==> config.mk <==
export PLATFORM = sky130hd
export DESIGN_NAME = typec_lane_xbar
export DESIGN_NICKNAME = d
export VERILOG_FILES = /design/src/rtl/typec_lane_xbar_pkg.sv /design/src/rtl/lane_list_check.sv /design/src/rtl/lane_map_build.sv /design/src/rtl/typec_lane_xbar.sv
export SDC_FILE = /design/constraint.sdc
export NUM_CORES = 1
export LEC_CHECK = 0
export CORE_ASPECT_RATIO = 1.1
export CORE_MARGIN = 10
export CORE_UTILIZATION = 67
export CTS_CLUSTER_SIZE = 24
export DETAILED_ROUTE_END_ITERATION = 6
export DONT_BUFFER_PORTS = 1
export PLACE_DENSITY = 0.81
export SLEW_MARGIN = 20
export SYNTH_ARGS = -nofsm -noshare
export SYNTH_HDL_FRONTEND = slang
export SYNTH_SLANG_ARGS = --single-unit
==> constraint.sdc <==
create_clock -name clk -period 2.6 [get_ports clk]
set_clock_uncertainty 0.1 [all_clocks]
set_input_delay 0 -clock clk [delete_from_list [all_inputs] [get_ports clk]]
set_output_delay 0 -clock clk [all_outputs]
set_load 0.01 [all_outputs]
==> src/rtl/typec_lane_xbar_pkg.sv <==
package typec_lane_xbar_pkg;
  localparam int NUM_PADS = 4;
  localparam int SEL_W    = 2;

  typedef enum logic [1:0] {
    PAD_USB_RX = 2'd0,
    PAD_USB_TX = 2'd1,
    PAD_DP     = 2'd2,
    PAD_IDLE   = 2'd3
  } pad_fn_e;

  typedef enum logic [1:0] {
    MODE_NONE   = 2'd0,
    MODE_USB    = 2'd1,
    MODE_DP     = 2'd2,
    MODE_DP_USB = 2'd3
  } xbar_mode_e;

  typedef struct packed {
    logic [NUM_PADS-1:0][SEL_W-1:0] pad_fn;
    logic [NUM_PADS-1:0][SEL_W-1:0] lane_pad;
    logic [1:0]                     mode;
    logic                           aux_inv;
  } route_t;

  // USB pair base pad: the even pad of the pair not used by DP
  function automatic logic [SEL_W-1:0] other_pair_base(input logic [SEL_W-1:0] dp_pad);
    return {~dp_pad[1], 1'b0};
  endfunction

  function automatic logic [SEL_W-1:0] other_pair_odd(input logic [SEL_W-1:0] dp_pad);
    return {~dp_pad[1], 1'b1};
  endfunction
endpackage

==> src/rtl/lane_list_check.sv <==
module lane_list_check #(
  parameter int ENT_W = 3,
  parameter int CNT_W = 3,
  localparam int NP   = typec_lane_xbar_pkg::NUM_PADS
) (
  input  logic                  use_default_i,
  input  logic [CNT_W-1:0]      count_i,
  input  logic [NP-1:0][ENT_W-1:0] ent_i,
  output logic                  bad_o
);
  logic count_bad, range_bad, dup_bad, pair_bad;

  always_comb begin
    count_bad = !(count_i == CNT_W'(0) || count_i == CNT_W'(2) || count_i == CNT_W'(4));
    range_bad = 1'b0;
    dup_bad   = 1'b0;
    for (int i = 0; i < NP; i++) begin
      if (CNT_W'(i) < count_i) begin
        if (ent_i[i] > ENT_W'(NP-1)) range_bad = 1'b1;
        for (int j = i + 1; j < NP; j++) begin
          if (CNT_W'(j) < count_i && ent_i[i] == ent_i[j]) dup_bad = 1'b1;
        end
      end
    end
    // two-lane split must leave an aligned pad pair for USB
    pair_bad = (count_i == CNT_W'(2)) && (ent_i[0][1] != ent_i[1][1]);
    bad_o = !use_default_i && (count_bad || range_bad || dup_bad || pair_bad);
  end
endmodule

==> src/rtl/lane_map_build.sv <==
module lane_map_build
  import typec_lane_xbar_pkg::*;
#(
  parameter int ENT_W = 3,
  parameter int CNT_W = 3,
  localparam int NP   = NUM_PADS
) (
  input  logic                     use_default_i,
  input  logic                     flip_i,
  input  logic [CNT_W-1:0]         count_i,
  input  logic [NP-1:0][ENT_W-1:0] ent_i,
  output route_t                   route_o
);
  logic [SEL_W-1:0] e0, e1;
  assign e0 = ent_i[0][SEL_W-1:0];
  assign e1 = ent_i[1][SEL_W-1:0];

  always_comb begin
    route_o.aux_inv = 1'b0;
    route_o.mode    = MODE_USB;
    for (int p = 0; p < NP; p++) begin
      route_o.pad_fn[p]   = PAD_IDLE;
      route_o.lane_pad[p] = SEL_W'(p);
    end
    if (use_default_i) begin
      route_o.mode = MODE_DP_USB;
      if (flip_i) begin
        route_o.pad_fn  = {PAD_USB_TX, PAD_USB_RX, PAD_DP, PAD_DP};
        route_o.lane_pad = {2'd2, 2'd3, 2'd1, 2'd0};
        route_o.aux_inv = 1'b1;
      end else begin
        route_o.pad_fn  = {PAD_DP, PAD_DP, PAD_USB_TX, PAD_USB_RX};
        route_o.lane_pad = {2'd0, 2'd1, 2'd3, 2'd2};
      end
    end else if (count_i == CNT_W'(0)) begin
      route_o.mode = MODE_USB;
      route_o.pad_fn[{flip_i, 1'b0}] = PAD_USB_RX;
      route_o.pad_fn[{flip_i, 1'b1}] = PAD_USB_TX;
    end else if (count_i == CNT_W'(4)) begin
      route_o.mode = MODE_DP;
      for (int i = 0; i < NP; i++) begin
        route_o.pad_fn[ent_i[i][SEL_W-1:0]] = PAD_DP;
        route_o.lane_pad[i] = ent_i[i][SEL_W-1:0];
      end
    end else begin
      route_o.mode = MODE_DP_USB;
      route_o.pad_fn[e0] = PAD_DP;
      route_o.pad_fn[e1] = PAD_DP;
      route_o.pad_fn[other_pair_base(e0)] = PAD_USB_RX;
      route_o.pad_fn[other_pair_odd(e0)]  = PAD_USB_TX;
      route_o.lane_pad[0] = e0;
      route_o.lane_pad[1] = e1;
      route_o.lane_pad[2] = other_pair_base(e0);
      route_o.lane_pad[3] = other_pair_odd(e0);
    end
  end
endmodule

==> src/rtl/typec_lane_xbar.sv <==
module typec_lane_xbar
  import typec_lane_xbar_pkg::*;
#(
  parameter int ENT_W = 3,
  parameter int CNT_W = 3,
  localparam int NP     = NUM_PADS,
  localparam int LIST_W = NP * ENT_W,
  localparam int MAP_W  = NP * SEL_W
) (
  input  logic              clk,
  input  logic              rst_n,
  input  logic              load_i,
  input  logic              use_default_i,
  input  logic              flip_i,
  input  logic [CNT_W-1:0]  list_count_i,
  input  logic [LIST_W-1:0] list_i,
  output logic [MAP_W-1:0]  pad_fn_o,
  output logic [MAP_W-1:0]  lane_pad_o,
  output logic [1:0]        mode_o,
  output logic              aux_tx_inv_o,
  output logic              aux_rx_inv_o,
  output logic              err_o
);
  logic [NP-1:0][ENT_W-1:0] ent;
  logic   list_bad;
  route_t next_route, route_q;
  logic   err_q;

  assign ent = list_i;

  lane_list_check #(.ENT_W(ENT_W), .CNT_W(CNT_W)) u_check (
    .use_default_i (use_default_i),
    .count_i       (list_count_i),
    .ent_i         (ent),
    .bad_o         (list_bad)
  );

  lane_map_build #(.ENT_W(ENT_W), .CNT_W(CNT_W)) u_build (
    .use_default_i (use_default_i),
    .flip_i        (flip_i),
    .count_i       (list_count_i),
    .ent_i         (ent),
    .route_o       (next_route)
  );

  always_ff @(posedge clk or negedge rst_n) begin
    if (!rst_n) begin
      route_q.mode    <= MODE_USB;
      route_q.aux_inv <= 1'b0;
      route_q.pad_fn  <= {PAD_IDLE, PAD_IDLE, PAD_USB_TX, PAD_USB_RX};
      route_q.lane_pad <= {2'd3, 2'd2, 2'd1, 2'd0};
      err_q           <= 1'b0;
    end else begin
      err_q <= load_i && list_bad;
      if (load_i && !list_bad) route_q <= next_route;
    end
  end

  assign pad_fn_o     = route_q.pad_fn;
  assign lane_pad_o   = route_q.lane_pad;
  assign mode_o       = route_q.mode;
  assign aux_tx_inv_o = route_q.aux_inv;
  assign aux_rx_inv_o = route_q.aux_inv;
  assign err_o        = err_q;
endmodule

==> flow_metrics.tcl, run 1 <==
set metrics [dict create \
    cts_root_buffer "clkbuf_4" \
    hpwlAfterDp_um 2220 \
    arrival_ns 2.38 \
    swShare_pct 30.5 \
    startpoint "use_default_i" \
    synth_ff_type "dfstp_2" \
    p_sw_uw 222 \
    die_h_um 65.9 \
    final_cell_mix "dlygate4sd3_1 (23), inv_1 (11), dfrtp_1 (9), dfstp_2 (9)" \
    regToRegStartpoint "pad_fn_o[5]" \
    rows 16 \
    grt_max_degree 19 \
    status "finished, final reports clean" \
    crit_path_start_kind "input port" \
    drc 0 \
    finalInstanceArea_um2 1460 \
    ys_seq_area_share_pct 36.0 \
    min_period_ns 2.29 \
    syn-num-nets 155 \
    boundaryPins 41 \
    placed_cell_area_um2 1200 \
    hold_start "list_i[2]" \
    drt_iter0_drc 32 \
    layout_commonest_cell "dlygate4sd3_1" \
    port_buffers 0 \
    crit_type "input port to flip-flop" \
    hold_viol_final 0 \
    synth_cells 135 \
    cp.required_ns 2.69 \
    synth.top_cell.area_share_pct 18.5 \
    rsz0062_at_grt "false" \
    cts_made_buffers 3 \
    grt-ovfl-total 0 \
    cellInternalPower_uw 506 \
    die_area_um2 4060 \
    grt_pass1_vias 1098 \
    tightest_slew_ns 0.772 \
    async_flop_share_pct 100 \
    p_leak_nw 0.589 \
    wl_um 3230 \
    final-max-slew-violation-count 0 \
    layout_setup_ws_ns 0.307 \
    grt_pass1_wl_um 5400 \
    synth_seq_cells 18 \
    routedWlPerCell_um 19.6 \
    finalSetupViolations 0 \
    clockPowerShare_pct 19.7 \
    antenna_cells 0 \
    die_w_um 61.7 \
    core-area_um2 1800 \
    cp_max_fo 17 \
    hold_class "input port to flip-flop" \
    synth_area_leaders "dfstp_2 (18%), dfrtp_1 (18%), xnor2_1 (4.1%), buf_4 (3.5%), mux2_2 (3.5%)" \
    fmax_mhz 436 \
    synth_area_leader_cell "dfstp_2" \
    clk_pin_slew_ns 0.10 \
    dr.pass1.iters 4 \
    ys_warn_count 0 \
    period_share_pct 88.2 \
    dp_slack_ns 0.732 \
    ctsLongestPathBuffers 2 \
    p_comb_share_pct 24.4 \
    ys_types 47 \
    postRouteAntennaNets 0 \
    synth_area_per_cell_um2 9.49 \
    grt_antenna_before_repair 0 \
    power_density_nw_per_um2 499 \
    htreeDepth 1 \
    slew_headroom_pct 48.3 \
    mappedNetlistArea_um2 1280 \
    synth_edf_count 0 \
    drive_gt1_share_pct 15.0 \
    cts_sinks 18 \
    gp_congestion 0.953 \
    vias 1035 \
    start_util_pct 71.1 \
    p_seq_share_pct 55.9 \
    grtUsageTotal_pct 17.2 \
    area_growth_pct 13.9 \
    irDropWorstVdd_uv 415 \
    clk_latency_ns 0.29 \
    max_cap_violations 0 \
    setup-tns-final_ns 0 \
    end_kind "flip-flop" \
    cts_tree "yes" \
    viasPerCell 6.27 \
    nets 168 \
]
==> area by class of cell <==
type                       count  area (um^2)
clock buffer                   4         26.3
fill                         110          343
inverter                      11         41.3
multi-input combinational     91          677
sequential                    18          462
tap                           18         22.5
timing repair buffer          23          230
==> final timing paths <==
| path | endpoint | slack [ns] | cells after the start |
|---|---|---|---|
| max in group asynchronous | pad_fn_o[0] | 1.80 | 1 |
| worst min-delay path | mode_o[0] | 0.01 | 3 |
| worst min register to register | mode_o[0] | 0.44 | 1 |
| worst max register to register | pad_fn_o[5] | 1.10 | 2 |
| worst max-delay path | mode_o[1] | 0.31 | 6 |
| min in group asynchronous | mode_o[1] | 0.11 | 1 |
==> layer usage <==
layer / up-vias / track usage, % / share of wire [%] / routed length [um]
met5: - / 0 / 0 / 0
met4: 0 / 6.42 / 2.0 / 64
met3: 7 / 7.88 / 13 / 413
met2: 46 / 27.1 / 47 / 1510
met1: 479 / 19.8 / 38 / 1240
li1: 503 / - / - / -
==> through the flow <==
stage	cells	hold WS [ns]	power (mW)	util [%]
after floorplan	135	-0.396	0.551	-
after detailed placement	138	-0.395	0.547	66.6
after CTS	165	0.0110	0.732	80.8
after global routing	165	0.0295	0.774	81.0
after global placement	138	-0.395	0.544	66.6
final	165	0.00984	0.728	81.0
==> flip-flops by register name, indices dropped and copies added (netlist names) <==
| name | count |
|---|---|
| aux_rx_inv_o | 1 |
| err_o | 1 |
| lane_pad_o | 8 |
| mode_o | 2 |
| pad_fn_o | 6 |
==> power by group through the flow <==
stage          Combinational (mW)  Clock (mW)  Sequential (mW)
2_1_floorplan               0.155           0            0.395
3_3_place_gp                0.129           0            0.415
3_5_place_dp                0.131           0            0.416
6_report                    0.178       0.144            0.407
5_1_grt                     0.195       0.162            0.417
4_1_cts                     0.175       0.146            0.411
==> kinds of logic after synthesis <==
group                     count (synthesis)  synth area share [%]
AOI/OAI and AO/OA                        37                  20.7
xor gates and xnor gates                 12                  8.79
buffers and inverters                    26                  11.3
DFF                                      18                  36.0
muxes                                    12                  10.8
and+or+nand+nor                          30                  12.3
==> synth_stat cells (all sizes together) (2+ instances only) <==
| master | number |
|---|---|
| nor2b | 4 |
| mux2 | 9 |
| nor3 | 5 |
| nand2b | 2 |
| dfstp | 9 |
| nor2 | 4 |
| nand2 | 8 |
| a21oi | 7 |
| inv | 11 |
| xor2 | 5 |
| mux2i | 3 |
| clkbuf | 4 |
| xnor2 | 7 |
| o21ai | 9 |
| buf | 11 |
| dfrtp | 9 |
| o22ai | 2 |
| a2bb2oi | 3 |
==> repair_timing <==
item	in CTS	in global routing
setup buffers	0	0
gates resized for setup	0	1
endpoints found under the hold margin	35	0
hold buffers	23	0
endpoints found under the setup margin	0	1
==> critical path: stages <==
cell and delay [ns]:
dlygate4sd3_1 0.64, nor2_2 0.38, o41ai_1 0.17, o211a_1 0.40
a2bb2oi_1 0.23, dlygate4sd3_1 0.56
Note: power is estimated with default switching activity, not from simulation.
==> inputs of run 2 (changes only) <==
- ABC_AREA: not set -> 1
- CORE_UTILIZATION: 67 -> 68
- PLACE_DENSITY: 0.81 -> 0.82
==> run 2 against run 1 <==
Against the previous run: core utilization down 7.3 points; count of clock-buffer cells in the layout unchanged; sequential share of layout area decreased by 3.5 points; via count grew 31%; synthesized cell count is 61% higher; fmax grew 2.5%.
==> flow_metrics.tcl, run 2 <==
set metrics [dict create \
    boundaryPins 41 \
    slew_headroom_pct 50.3 \
    min_to "err_o" \
    grt_pass1_vias 1454 \
    clk_latency_ns 0.29 \
    met3_usage_pct 3.83 \
    rsz0062_at_grt "false" \
    core-area_um2 2230 \
    viasPerCell 5.42 \
    synth_area_leader_cell "nand2_1" \
    cts_resized 0 \
    antenna_cells 0 \
    drive_gt1_share_pct 23.2 \
    irDropWorstVdd_uv 282 \
    regToRegStartpoint "pad_fn_o[5]" \
    r2r_cells 2 \
    cellInternalPower_uw 509 \
    synth_ff_type "dfstp_2" \
    p_leak_nw 0.829 \
    grtUsageMet1_pct 17.4 \
    grtUsageMet2_pct 29.8 \
    cp_max_fo 8 \
    gp_congestion 0.970 \
    mappedNetlistArea_um2 1560 \
    synth_cells 217 \
    hold_class "input port to flip-flop" \
    hold_start "list_count_i[2]" \
    r2r_setup_slack_ns 1.71 \
    grt_antenna_before_repair 0 \
    status "finished, final reports clean" \
    ys_seq_area_share_pct 29.5 \
    synth_seq_cells 18 \
    swShare_pct 33.8 \
    final_cell_mix "nand2_1 (64), nand3_1 (23), nor2_1 (15), nand2_2 (15), dlygate4sd3_1 (15)" \
    p_sw_uw 260 \
    synth.top_cell.area_share_pct 15.4 \
    area_growth_pct 4.96 \
    synth_area_leaders "nand2_1 (15%), dfstp_2 (15%), dfrtp_1 (14%), nand2_4 (7.9%), nand3_1 (7.4%)" \
    period_share_pct 86.0 \
    clk_pin_slew_ns 0.09 \
    holdPathStages 4 \
    crit_type "input port to flip-flop" \
    cts_tree "yes" \
    tightest_slew_ns 0.744 \
    postRouteAntennaNets 0 \
    wl_um 3620 \
    cts_root_buffer "clkbuf_4" \
    grt-ovfl-total 0 \
    start_util_pct 70.1 \
    max_cap_violations 0 \
    port_buffers 0 \
    htreeDepth 1 \
    fillers 184 \
    arrival_ns 2.37 \
    fmax_mhz 447 \
    fin_util_pct 73.6 \
    finalSetupViolations 0 \
    async_flop_share_pct 100 \
    min_period_ns 2.24 \
    busiest_layer "met2" \
    rows 18 \
    synth_edf_count 0 \
    grtUsageTotal_pct 16.8 \
    largest_register_ffs 8 \
    yosysMostFrequentCell "nand2_1" \
    power_density_nw_per_um2 468 \
    end_kind "flip-flop" \
    vias 1354 \
    layout_commonest_cell "nand2_1" \
    synth_common_cells "nand2_1 (64), nand3_1 (23), nand2_2 (15), nor2_1 (15), inv_1 (14)" \
    grt_max_degree 20 \
    hpwlAfterDp_um 2840 \
    p_seq_share_pct 52.2 \
    hold_buffers 15 \
    nets 241 \
    clockPowerShare_pct 21.5 \
    crit_path_start_kind "input port" \
    r2r_end "pad_fn_o[5]" \
    die_h_um 70.3 \
    dr.pass1.iters 4 \
    die_area_um2 4620 \
    die_w_um 65.7 \
    hold_viol_final 0 \
    drt_iter0_drc 77 \
    drc 0 \
    synth_area_per_cell_um2 7.21 \
    ctsLongestPathBuffers 2 \
    setup-tns-final_ns 0 \
    final-max-slew-violation-count 0 \
    cp.required_ns 2.73 \
    cts_setup_buffers 0 \
    routedWlPerCell_um 14.5 \
    p_comb_share_pct 26.3 \
    ys_warn_count 0 \
    syn-num-nets 237 \
    ys_types 29 \
    cts_made_buffers 3 \
    cts_sinks 18 \
    grt_pass1_wl_um 6410 \
]
run 2: how the worst max path moves through the flow:
stage / slack (ns) / start / end
global placement: 1.31 / list_count_i[2] / pad_fn_o[4]
CTS: 0.46 / use_default_i / pad_fn_o[6]
floorplan: 1.34 / list_i[7] / aux_rx_inv_o
finish: 0.36 / use_default_i / pad_fn_o[6]
detailed placement: 1.29 / list_count_i[2] / pad_fn_o[4]
global route: 0.25 / use_default_i / pad_fn_o[6]
run 2: power groups by stage:
stage	Sequential (mW)	Clock, mW	Combinational, mW
finish	0.401	0.165	0.202
global route	0.409	0.184	0.230
CTS	0.404	0.170	0.202
detailed placement	0.409	0	0.166
global placement	0.408	0	0.160
floorplan	0.393	0	0.190
run 2: cells by family after synthesis:
group / count (synthesis) / share of synthesized area (%)
AND/OR/NAND/NOR: 136 / 44.4
XOR/XNOR: 7 / 3.92
AO/OA/AOI/OAI: 18 / 6.88
flip-flops: 18 / 29.5
buffers and inverters: 38 / 15.3
run 2: through the flow:
step,area (um^2),cells,hold WS (ns),power (mW),worst slack [ns]
2_1_floorplan,1560,217,-0.396,0.582,1.34
3_3_place_gp,1460,231,-0.395,0.568,1.31
3_5_place_dp,1460,231,-0.395,0.575,1.29
4_1_cts,1640,250,0.00944,0.776,0.455
5_1_grt,1640,250,0.0529,0.823,0.251
6_report,1640,250,0.0116,0.769,0.363
run 2: area by class of cell:
type | count | area (um^2) | area share [%]
Clock buffer | 4 | 36.3 | 2.21
Inverter | 22 | 92.6 | 5.64
Multi-Input combinational cell | 161 | 863 | 52.6
Sequential cell | 18 | 462 | 28.1
Tap cell | 30 | 37.5 | 2.29
Timing Repair Buffer | 15 | 150 | 9.15
run 2: layer usage:
layer | up-vias | wire (um)
met5 | - | 0
met4 | 0 | 107
met3 | 9 | 307
met2 | 52 | 1870
met1 | 616 | 1340
li1 | 677 | -
run 2: critical path: stages:
cell and delay [ns]:
dlygate4sd3_1 0.67, a21oi_1 0.18, dlygate4sd3_1 0.58, nand4_1 0.10, dlygate4sd3_1 0.57, nand2_1 0.07, nand3_1 0.08, nand2_1 0.12
==> inputs of run 3 (changes only) <==
- CORE_ASPECT_RATIO: 1.1 -> 1.2
==> run 3 against run 2 <==
Against the previous run: die area up 0.13%; combinational power about the same; cell area unchanged; fmax down 2.8%; wire length rose by 4.8%; sequential share of layout area is the same; register-to-register slack barely moved; core utilization grew 3.9 points.
==> flow_metrics.tcl, run 3 (synthesized netlist as in run 2, its figures left out) <==
set metrics [dict create \
    cts_resized 0 \
    cts_sinks 18 \
    cp_max_fo 8 \
    holdPathStages 4 \
    postRouteAntennaNets 0 \
    r2r_setup_slack_ns 1.70 \
    setup-tns-final_ns 0 \
    rsz0062_at_grt "false" \
    rows 18 \
    irDropWorstVdd_uv 329 \
    drt_iter0_drc 60 \
    cts_setup_buffers 0 \
    ctsLongestPathBuffers 2 \
    min_period_ns 2.30 \
    max_cap_violations 0 \
    slew_headroom_pct 47.7 \
    crit_type "input port to flip-flop" \
    area_growth_pct 4.96 \
    r2r_end "pad_fn_o[5]" \
    arrival_ns 2.43 \
    tightest_slew_ns 0.781 \
    largest_register_ffs 8 \
    final-max-slew-violation-count 0 \
    routedWlPerCell_um 15.1 \
    regToRegStartpoint "pad_fn_o[5]" \
    grtUsageTotal_pct 16.9 \
    cpMostUsedCell "dlygate4sd3_1" \
    hpwlAfterDp_um 2770 \
    fin_util_pct 77.5 \
    final_cell_mix "nand2_1 (64), nand3_1 (23), dlygate4sd3_1 (16), nor2_1 (15), nand2_2 (15)" \
    path_cells "dlygate4sd3_1, nor2_1, inv_1, or2_0, dlygate4sd3_1, nand2_1, dlygate4sd3_1, nand3_1, nand2_1" \
    viasPerCell 5.61 \
    finalInstanceArea_um2 1640 \
    wl_um 3800 \
    cts_root_buffer "clkbuf_4" \
    die_h_um 72.5 \
    layout_commonest_cell "nand2_1" \
    htreeDepth 1 \
    finalNonFillerCells 251 \
    hold_class "input port to flip-flop" \
    dr.pass1.iters 4 \
    hold_buffers 16 \
    clk_latency_ns 0.29 \
    grt_antenna_before_repair 0 \
    port_buffers 0 \
    antenna_cells 0 \
    clk_pin_slew_ns 0.10 \
    die_w_um 63.8 \
    vias 1408 \
    slowest_delay_ns 0.66 \
    grt_pass1_vias 1452 \
    dp_slack_ns 1.29 \
    place_inst 231 \
    crit_path_start_kind "input port" \
    grt_pass1_wl_um 6600 \
    grt_max_degree 20 \
    boundaryPins 41 \
    cp.required_ns 2.73 \
    gp_congestion 0.889 \
    die_area_um2 4630 \
    drive_gt1_share_pct 22.6 \
    hold_start "list_count_i[2]" \
    layout_setup_ws_ns 0.299 \
    grt-ovfl-total 0 \
    end_kind "flip-flop" \
    wl_met1_um 1390 \
    fmax_mhz 435 \
    highest_layer "met4" \
    status "finished, final reports clean" \
    p_leak_nw 0.827 \
    wl_met3_um 330 \
    nets 242 \
    cts_tree "yes" \
    placed_cell_area_um2 1460 \
    cts_made_buffers 3 \
    power_density_nw_per_um2 453 \
    drc 0 \
    r2r_cells 2 \
    min_to "err_o" \
    core-area_um2 2120 \
    start_util_pct 73.9 \
    hold_viol_final 0 \
    crit_slowest_cell "dlygate4sd3_1" \
    fillers 173 \
    wl_met2_um 1940 \
    period_share_pct 88.5 \
    finalSetupViolations 0 \
]
run 3: cell count changes in the layout (fill, tap and decap cells not counted):
cell	previous run	this run
dlygate4sd3_1	15	16
clkbuf_8	1	0
clkbuf_1	0	1
run 3: routing by layer:
layer | vias to the layer above | global-route usage, %
met2 | 69 | 29.9
met1 | 642 | 17.5
met4 | 0 | 10.9
met3 | 15 | 3.84
met5 | - | 0
li1 | 682 | -
run 3: final cells by class:
| type | count | area (um^2) | area share (%) |
|---|---|---|---|
| multi-input cells | 161 | 863 | 52.6 |
| repair buffers | 16 | 160 | 9.76 |
| clock buffers | 4 | 26.3 | 1.60 |
| inverters | 22 | 92.6 | 5.64 |
| well taps | 30 | 37.5 | 2.29 |
| flip-flops and latches | 18 | 462 | 28.1 |
run 3: worst max-delay path: cells and delay by family:
| kind | cells | cell delay, ns |
|---|---|---|
| AND/OR/NAND/NOR | 5 | 0.58 |
| buffers and inverters | 4 | 1.85 |
run 3: worst max path at each step:
stage / startpoint / endpoint / slack [ns] / cells past startpoint
after floorplan: list_i[7] / aux_rx_inv_o / 1.34 / 14
after global placement: list_i[7] / lane_pad_o[0] / 1.31 / 12
after detailed placement: list_i[7] / lane_pad_o[0] / 1.29 / 12
after CTS: use_default_i / pad_fn_o[4] / 0.38 / 9
after global routing: use_default_i / pad_fn_o[4] / 0.18 / 9
final: use_default_i / pad_fn_o[4] / 0.30 / 9
run 3: power by group:
part | internal, mW | switching, mW | leakage (nW)
registers | 0.336 | 0.0648 | 0.208
logic | 0.0865 | 0.116 | 0.604
clock network | 0.0597 | 0.0801 | 0.0150
total | 0.482 | 0.261 | 0.827
run 3: per-stage QoR:
| step | hold slack (ns) | total power, mW |
|---|---|---|
| global placement | -0.395 | 0.567 |
| finish | 0.0127 | 0.743 |
| floorplan | -0.396 | 0.582 |
| CTS | 0.0104 | 0.746 |
| detailed placement | -0.395 | 0.573 |
| global route | 0.0278 | 0.792 |
